==> src/rtl/wiper_i2c_pkg.sv <==
package wiper_i2c_pkg;

    localparam int BYTE_W = 8;

    localparam logic [4:0] ID_PREFIX = 5'b01010;

    localparam logic [BYTE_W-1:0] REG_ADDR = '0;

    typedef enum logic [3:0] {
        ST_IDLE,
        ST_ID,
        ST_ID_ACK,
        ST_ADDR,
        ST_ADDR_ACK,
        ST_DATA,
        ST_DATA_ACK,
        ST_TX,
        ST_WAIT_STOP
    } bus_state_e;

endpackage

==> src/rtl/i2c_line_sync.sv <==
module i2c_line_sync #(
    parameter int STAGES = 2
) (
    input  logic clk,
    input  logic rst_n,
    input  logic scl_in,
    input  logic sda_in,
    output logic scl_s,
    output logic sda_s,
    output logic scl_rise,
    output logic scl_fall,
    output logic start_evt,
    output logic stop_evt
);

    localparam int NLINES = 2;

    logic [NLINES-1:0] line_raw;
    logic [NLINES-1:0] line_now;
    logic [NLINES-1:0] line_old;

    assign line_raw = {scl_in, sda_in};

    genvar g;
    generate
        for (g = 0; g < NLINES; g++) begin : g_line
            logic [STAGES:0] chain;

            always_ff @(posedge clk or negedge rst_n) begin
                if (!rst_n) begin
                    chain <= '1;
                end else begin
                    chain <= {chain[STAGES-1:0], line_raw[g]};
                end
            end

            assign line_now[g] = chain[STAGES-1];
            assign line_old[g] = chain[STAGES];
        end
    endgenerate

    assign scl_s     = line_now[1];
    assign sda_s     = line_now[0];
    assign scl_rise  = line_now[1] & ~line_old[1];
    assign scl_fall  = ~line_now[1] & line_old[1];
    assign start_evt = line_now[1] & line_old[1] & line_old[0] & ~line_now[0];
    assign stop_evt  = line_now[1] & line_old[1] & ~line_old[0] & line_now[0];

endmodule

==> src/rtl/wiper_i2c_fsm.sv <==
module wiper_i2c_fsm
    import wiper_i2c_pkg::*;
#(
    parameter int DATA_W = 7
) (
    input  logic              clk,
    input  logic              rst_n,
    input  logic              scl_s,
    input  logic              sda_s,
    input  logic              scl_rise,
    input  logic              scl_fall,
    input  logic              start_evt,
    input  logic              stop_evt,
    input  logic [1:0]        strap,
    input  logic [DATA_W-1:0] rd_value,
    output logic              sda_oe,
    output logic              wr_pulse,
    output logic [DATA_W-1:0] wr_byte
);

    localparam int CNT_W = $clog2(BYTE_W + 1);
    localparam int PAD_W = BYTE_W - DATA_W;

    bus_state_e        state;
    bus_state_e        nxt;
    logic [CNT_W-1:0]  bit_cnt;
    logic [BYTE_W-1:0] shreg;
    logic              rw_q;
    logic              byte_done;
    logic              id_ok;
    logic              addr_ok;
    logic              rx_state;

    assign byte_done = (bit_cnt == CNT_W'(BYTE_W));
    assign id_ok     = (shreg[BYTE_W-1:BYTE_W-5] == ID_PREFIX) && (shreg[2:1] == strap);
    assign addr_ok   = (shreg == REG_ADDR);
    assign rx_state  = (state == ST_ID) || (state == ST_ADDR) || (state == ST_DATA);

    always_comb begin
        nxt = state;
        if (start_evt) begin
            nxt = ST_ID;
        end else if (stop_evt) begin
            nxt = ST_IDLE;
        end else begin
            unique case (state)
                ST_IDLE:      nxt = ST_IDLE;
                ST_ID:        if (scl_fall && byte_done) nxt = id_ok ? ST_ID_ACK : ST_IDLE;
                ST_ID_ACK:    if (scl_fall) nxt = rw_q ? ST_TX : ST_ADDR;
                ST_ADDR:      if (scl_fall && byte_done) nxt = addr_ok ? ST_ADDR_ACK : ST_IDLE;
                ST_ADDR_ACK:  if (scl_fall) nxt = ST_DATA;
                ST_DATA:      if (scl_fall && byte_done) nxt = ST_DATA_ACK;
                ST_DATA_ACK:  if (scl_fall) nxt = ST_WAIT_STOP;
                ST_TX:        if (scl_fall && byte_done) nxt = ST_WAIT_STOP;
                ST_WAIT_STOP: nxt = ST_WAIT_STOP;
                default:      nxt = ST_IDLE;
            endcase
        end
    end

    always_ff @(posedge clk or negedge rst_n) begin
        if (!rst_n) begin
            state    <= ST_IDLE;
            bit_cnt  <= '0;
            shreg    <= '0;
            rw_q     <= 1'b0;
            wr_pulse <= 1'b0;
            wr_byte  <= '0;
        end else begin
            state    <= nxt;
            wr_pulse <= (state == ST_DATA) && (nxt == ST_DATA_ACK);
            if ((state == ST_DATA) && (nxt == ST_DATA_ACK)) begin
                wr_byte <= shreg[DATA_W-1:0];
            end
            if ((state == ST_ID) && (nxt == ST_ID_ACK)) begin
                rw_q <= shreg[0];
            end
            if (start_evt || (nxt != state)) begin
                bit_cnt <= '0;
            end else if ((rx_state || state == ST_TX) && scl_rise) begin
                bit_cnt <= bit_cnt + 1'b1;
            end
            if ((nxt == ST_TX) && (state != ST_TX)) begin
                shreg <= {{PAD_W{1'b0}}, rd_value};
            end else if (rx_state && scl_rise) begin
                shreg <= {shreg[BYTE_W-2:0], sda_s};
            end else if ((state == ST_TX) && scl_fall) begin
                shreg <= {shreg[BYTE_W-2:0], 1'b0};
            end
        end
    end

    always_comb begin
        unique case (state)
            ST_ID_ACK, ST_ADDR_ACK, ST_DATA_ACK: sda_oe = 1'b1;
            ST_TX:                               sda_oe = ~shreg[BYTE_W-1];
            default:                             sda_oe = 1'b0;
        endcase
    end

    // the data line moves only while the clock is low
    a_r11_oe_scl_low: assert property (@(posedge clk) disable iff (!rst_n)
        (sda_oe != $past(sda_oe)) |-> (!$past(scl_s) || $past(start_evt) || $past(stop_evt)));

    // a START always reopens selection-byte reception from bit zero
    a_r9_start_to_id: assert property (@(posedge clk) disable iff (!rst_n)
        start_evt |=> (state == ST_ID) && (bit_cnt == '0));

    // a STOP always returns the machine to idle
    a_r10_stop_idles: assert property (@(posedge clk) disable iff (!rst_n)
        stop_evt |=> (state == ST_IDLE));

    // the commit pulse lasts one cycle
    a_r5_strobe_single: assert property (@(posedge clk) disable iff (!rst_n)
        wr_pulse |=> !wr_pulse);

endmodule

==> src/rtl/wiper_i2c_port.sv <==
module wiper_i2c_port #(
    parameter int DATA_W      = 7,
    parameter int SYNC_STAGES = 2,
    parameter int RESET_VALUE = 64
) (
    input  logic              clk,
    input  logic              rst_n,
    input  logic              scl_in,
    input  logic              sda_in,
    input  logic [1:0]        strap_a,
    output logic              sda_oe,
    output logic              wr_strobe,
    output logic [DATA_W-1:0] wr_data,
    output logic [DATA_W-1:0] wiper_q
);

    logic scl_s, sda_s, scl_rise, scl_fall, start_evt, stop_evt;

    i2c_line_sync #(.STAGES(SYNC_STAGES)) u_sync (
        .clk       (clk),
        .rst_n     (rst_n),
        .scl_in    (scl_in),
        .sda_in    (sda_in),
        .scl_s     (scl_s),
        .sda_s     (sda_s),
        .scl_rise  (scl_rise),
        .scl_fall  (scl_fall),
        .start_evt (start_evt),
        .stop_evt  (stop_evt)
    );

    wiper_i2c_fsm #(.DATA_W(DATA_W)) u_fsm (
        .clk       (clk),
        .rst_n     (rst_n),
        .scl_s     (scl_s),
        .sda_s     (sda_s),
        .scl_rise  (scl_rise),
        .scl_fall  (scl_fall),
        .start_evt (start_evt),
        .stop_evt  (stop_evt),
        .strap     (strap_a),
        .rd_value  (wiper_q),
        .sda_oe    (sda_oe),
        .wr_pulse  (wr_strobe),
        .wr_byte   (wr_data)
    );

    always_ff @(posedge clk or negedge rst_n) begin
        if (!rst_n) begin
            wiper_q <= DATA_W'(RESET_VALUE);
        end else if (wr_strobe) begin
            wiper_q <= wr_data;
        end
    end

    // the register moves only because of a commit pulse
    a_r5_reg_needs_strobe: assert property (@(posedge clk) disable iff (!rst_n)
        (wiper_q != $past(wiper_q)) |-> $past(wr_strobe));

    // a commit pulse loads the committed value
    a_r5_strobe_loads: assert property (@(posedge clk) disable iff (!rst_n)
        wr_strobe |=> (wiper_q == $past(wr_data)));

endmodule

==> config.mk <==
export PLATFORM = sky130hd
export DESIGN_NAME = wiper_i2c_port
export DESIGN_NICKNAME = d
export VERILOG_FILES = /design/src/rtl/wiper_i2c_pkg.sv /design/src/rtl/i2c_line_sync.sv /design/src/rtl/wiper_i2c_fsm.sv /design/src/rtl/wiper_i2c_port.sv
export SDC_FILE = /design/constraint.sdc
export NUM_CORES = 1
export LEC_CHECK = 0
export ABC_AREA = 0
export BUFFER_PORTS_ARGS = -buffer_cell sky130_fd_sc_hd__buf_2
export CAP_MARGIN = 20
export CORE_MARGIN = 1.5
export CORE_UTILIZATION = 30
export CTS_CLUSTER_DIAMETER = 60
export CTS_CLUSTER_SIZE = 25
export DETAILED_ROUTE_END_ITERATION = 7
export PLACE_DENSITY = 0.52
export SLEW_MARGIN = 20
export SYNTH_ARGS = -nofsm -noshare
export SYNTH_HDL_FRONTEND = slang
export SYNTH_SLANG_ARGS = --single-unit
==> constraint.sdc <==
create_clock -name clk -period 4.1 [get_ports clk]
set_clock_uncertainty 0.15 [all_clocks]
set_input_delay 0.205 -clock clk [delete_from_list [all_inputs] [get_ports clk]]
set_output_delay 0.205 -clock clk [all_outputs]
set_load 0.05 [all_outputs]
==> impl_metrics.csv <==
group,metric,value,unit
setup_path,required,4.10,ns
floorplanning,core_area,5960,µm²
logic_synthesis,syn_inst,170,
final_layout,final_util,36.0,%
logic_synthesis,ys_top_cells_by_area,"dfrtp_1 (42%), dfstp_2 (9.9%), mux2_2 (9.1%), mux2i_1 (4.8%), a21oi_1 (3.0%)",
clock_tree,cts_root_buf,"clkbuf_8",
clock_tree,post_cts_buffers,0,
sta,worstMarginPinSlew,0.914,ns
final_layout,fin_nets,200,
clock_tree,clock_sinks,38,
global_route,grt_max_degree,39,
floorplanning,initial_utilization,31.3,%
sta,final.setup.tns,0,ns
clock_tree,ctsHoldBuffers,3,
clock_tree,postCtsResizedCells,0,
sta,max_slew_margin,39.0,%
global_route,grt_use_total,13.4,%
setup_path,crit_fanout,9,
place,gp_congestion,0.708,
logic_synthesis,syn_avg_cell_area,11.0,µm²
floorplanning,die_h,81.9,µm
logic_synthesis,ys_seq_area_share,51.4,%
final_layout,area_growth,14.8,%
logic_synthesis,ys_types,41,
setup_path,setup.worst_path.end_class,"flop",
setup_path,worstSetupStartpointType,"flop",
route,antenna_left,0,
power_and_ir_drop,vdd_drop_max,0.193,mV
sta,max_freq,423,MHz
final_layout,layout_common_cells,"dfrtp_1 (31), buf_2 (21), mux2_2 (15), nor2_1 (13), a21oi_1 (11)",
place,place_ws,1.70,ns
route,drt-initial-drc-count,89,
setup_path,crit_type,"flop to flop",
clock_tree,numCtsBuffers,5,
run,cap_viol_max_count,0,
logic_synthesis,synth_nets,178,
final_layout,nFillCells,628,
floorplanning,ios,22,
sta,hold_viol_final,0,
global_route,antenna_found_initial,0,
logic_synthesis,synth.top_cell.area_share,41.6,%
route,vias_per_cell,4.94,
floorplanning,die_area,6700,µm²
logic_synthesis,synth_area,1870,µm²
clock_tree,cts.clk_slew.worst_paths,0.07,ns
sta,final-max-slew-violation-count,0,
power_and_ir_drop,powerDensity,340,nW/µm²
final_layout,drive_gt1_share,28.0,%
route,drt_wl_total,3700,µm
sta,fin_crit_sh,57.7,%
global_route,gr-total-overflow,0,
place,dp_hpwl,2510,µm
final_layout,final_common_cell,"dfrtp_1",
setup_path,cp_data_arrival_time,2.36,ns
sta,grt_setup_unrepaired,"no",
logic_synthesis,yosys.area.top_type,"dfrtp_1",
min_path,worstHoldPathType,"flop to flop",
logic_synthesis,ys_ff_latch,38,
clock_tree,clk_path_buf_depth,2,
clock_tree,h-tree-depth,2,
place,io_buffers,21,
outcome,status,"complete, no violations",
power_and_ir_drop,p_leak,1.04,nW
route,avgRoutedWirePerCell,13.8,µm
route,remaining_drc_errors,0,
floorplanning,rows,28,
sta,fin_crit,2.36,ns
clock_tree,cts_tree,"done",
sta,finalWorstSetupSlack,1.74,ns
route,num_vias,1323,
route,dr.pass1.iters,4,
global_route,grt_pass1_wl,6680,µm
floorplanning,die_w,81.9,µm
global_route,first_global_vias,1366,
clock_tree,insertion_delay,0.29,ns
sta,setup_viol,0,
logic_synthesis,ys_warn_count,0,
final_layout,diodes,0,
## worst max-delay path: stages, from the launching register on
cell and delay, ns:
dfstp_2 0.59, nand2b_1 0.31, nor2_1 0.09, o21bai_1 0.73, mux2i_1 0.27, a21oi_1 0.08
## cells in the mapped netlist
master	instances
nor4b_1	1
a31oi_1	2
o21a_1	2
o22ai_1	2
o31ai_1	1
a2bb2oi_1	1
clkbuf_1	5
nand2_1	8
and3b_1	1
nand4_1	1
inv_1	4
o21ai_0	6
nand3_1	5
xnor2_1	5
a21oi_1	11
buf_2	4
or4_1	1
nor3b_1	1
nand2b_1	3
and2_1	2
a2111oi_0	1
o31a_1	2
nor2_1	13
o21bai_1	2
a211oi_1	1
dfstp_2	7
or3_1	1
nor4_1	2
and4bb_2	1
ha_1	2
o211ai_1	2
xor2_1	2
nand3b_2	1
mux2_2	15
mux2i_1	9
dfrtp_1	31
a32oi_1	1
nor4_2	2
nor3_1	6
nand4b_1	1
nor2b_1	2
## kinds of logic (layout without fill, tap and decap cells)
| group | after synthesis | after routing | synth area share, % |
|---|---|---|---|
| buffers and inverters | 13 | 36 | 2.88 |
| adder cells (fa/ha/maj) | 2 | 2 | 1.34 |
| AND/OR/NAND/NOR | 52 | 52 | 15.7 |
| XOR/XNOR | 7 | 7 | 3.29 |
| flip-flops | 38 | 38 | 51.4 |
| multiplexers | 24 | 24 | 13.9 |
| AO/OA/AOI/OAI | 34 | 34 | 11.5 |
## path summary, 6_finish.rpt
kind                                             endpoint  cells after the start  slack [ns]                      start
worst max-delay path                       u_fsm.shreg[6]                      5        1.74  u_sync.g_line[1].chain[1]
worst min-delay path            u_sync.g_line[0].chain[1]                      0        0.21  u_sync.g_line[0].chain[0]
worst max register to register             u_fsm.shreg[6]                      5        1.74  u_sync.g_line[1].chain[1]
worst min register to register  u_sync.g_line[0].chain[1]                      0        0.21  u_sync.g_line[0].chain[0]
max in group asynchronous                  u_fsm.state[0]                      2        2.84                      rst_n
min in group asynchronous                      wiper_q[4]                      2        0.42                      rst_n
## state kept, by name (all words and copies together), names as in the netlist
register	cells
u_fsm.wr_pulse	1
u_fsm.bit_cnt	4
u_fsm.rw_q	1
u_sync.g_line.chain	6
u_fsm.wr_byte	7
u_fsm.state	4
u_fsm.shreg	8
wiper_q	7
## final cells by class
class                   instances  area [µm²]  share of cell area, %
flip-flops and latches         38         960                   44.8
inverters                       4        15.0                  0.701
well taps                      75        93.8                   4.38
multi-input cells             119         852                   39.8
clock buffers                   6        72.6                   3.39
repair buffers                 24         135                   6.31
clock inverters                 2        13.8                  0.643
## stage by stage
stage | hold slack (ns) | power, mW | instances | area [µm²]
4_1_cts | 0.208 | 0.740 | 268 | 2140
3_5_place_dp | 0.164 | 0.483 | 257 | 2030
3_3_place_gp | 0.161 | 0.483 | 257 | 2030
5_1_grt | 0.212 | 0.774 | 268 | 2140
2_1_floorplan | -0.241 | 0.459 | 170 | 1870
6_report | 0.207 | 0.728 | 268 | 2140
## per-layer routing
| layer | up-vias | share of wire [%] | track usage, % |
|---|---|---|---|
| met2 | 33 | 44 | 19.5 |
| met4 | 0 | 2.1 | 5.25 |
| met1 | 624 | 49 | 18.6 |
| met5 | - | 0 | 0 |
| li1 | 658 | - | - |
| met3 | 8 | 4.4 | 3.67 |
## power by group
part / internal (mW) / leakage [nW] / total, mW / switching (mW)
sequential: 0.393 / 0.503 / 0.415 / 0.0221
combinational: 0.0295 / 0.496 / 0.0615 / 0.0319
clock: 0.120 / 0.0452 / 0.251 / 0.131
total: 0.542 / 1.04 / 0.728 / 0.185
No activity file was read; power rests on OpenSTA's default activity.
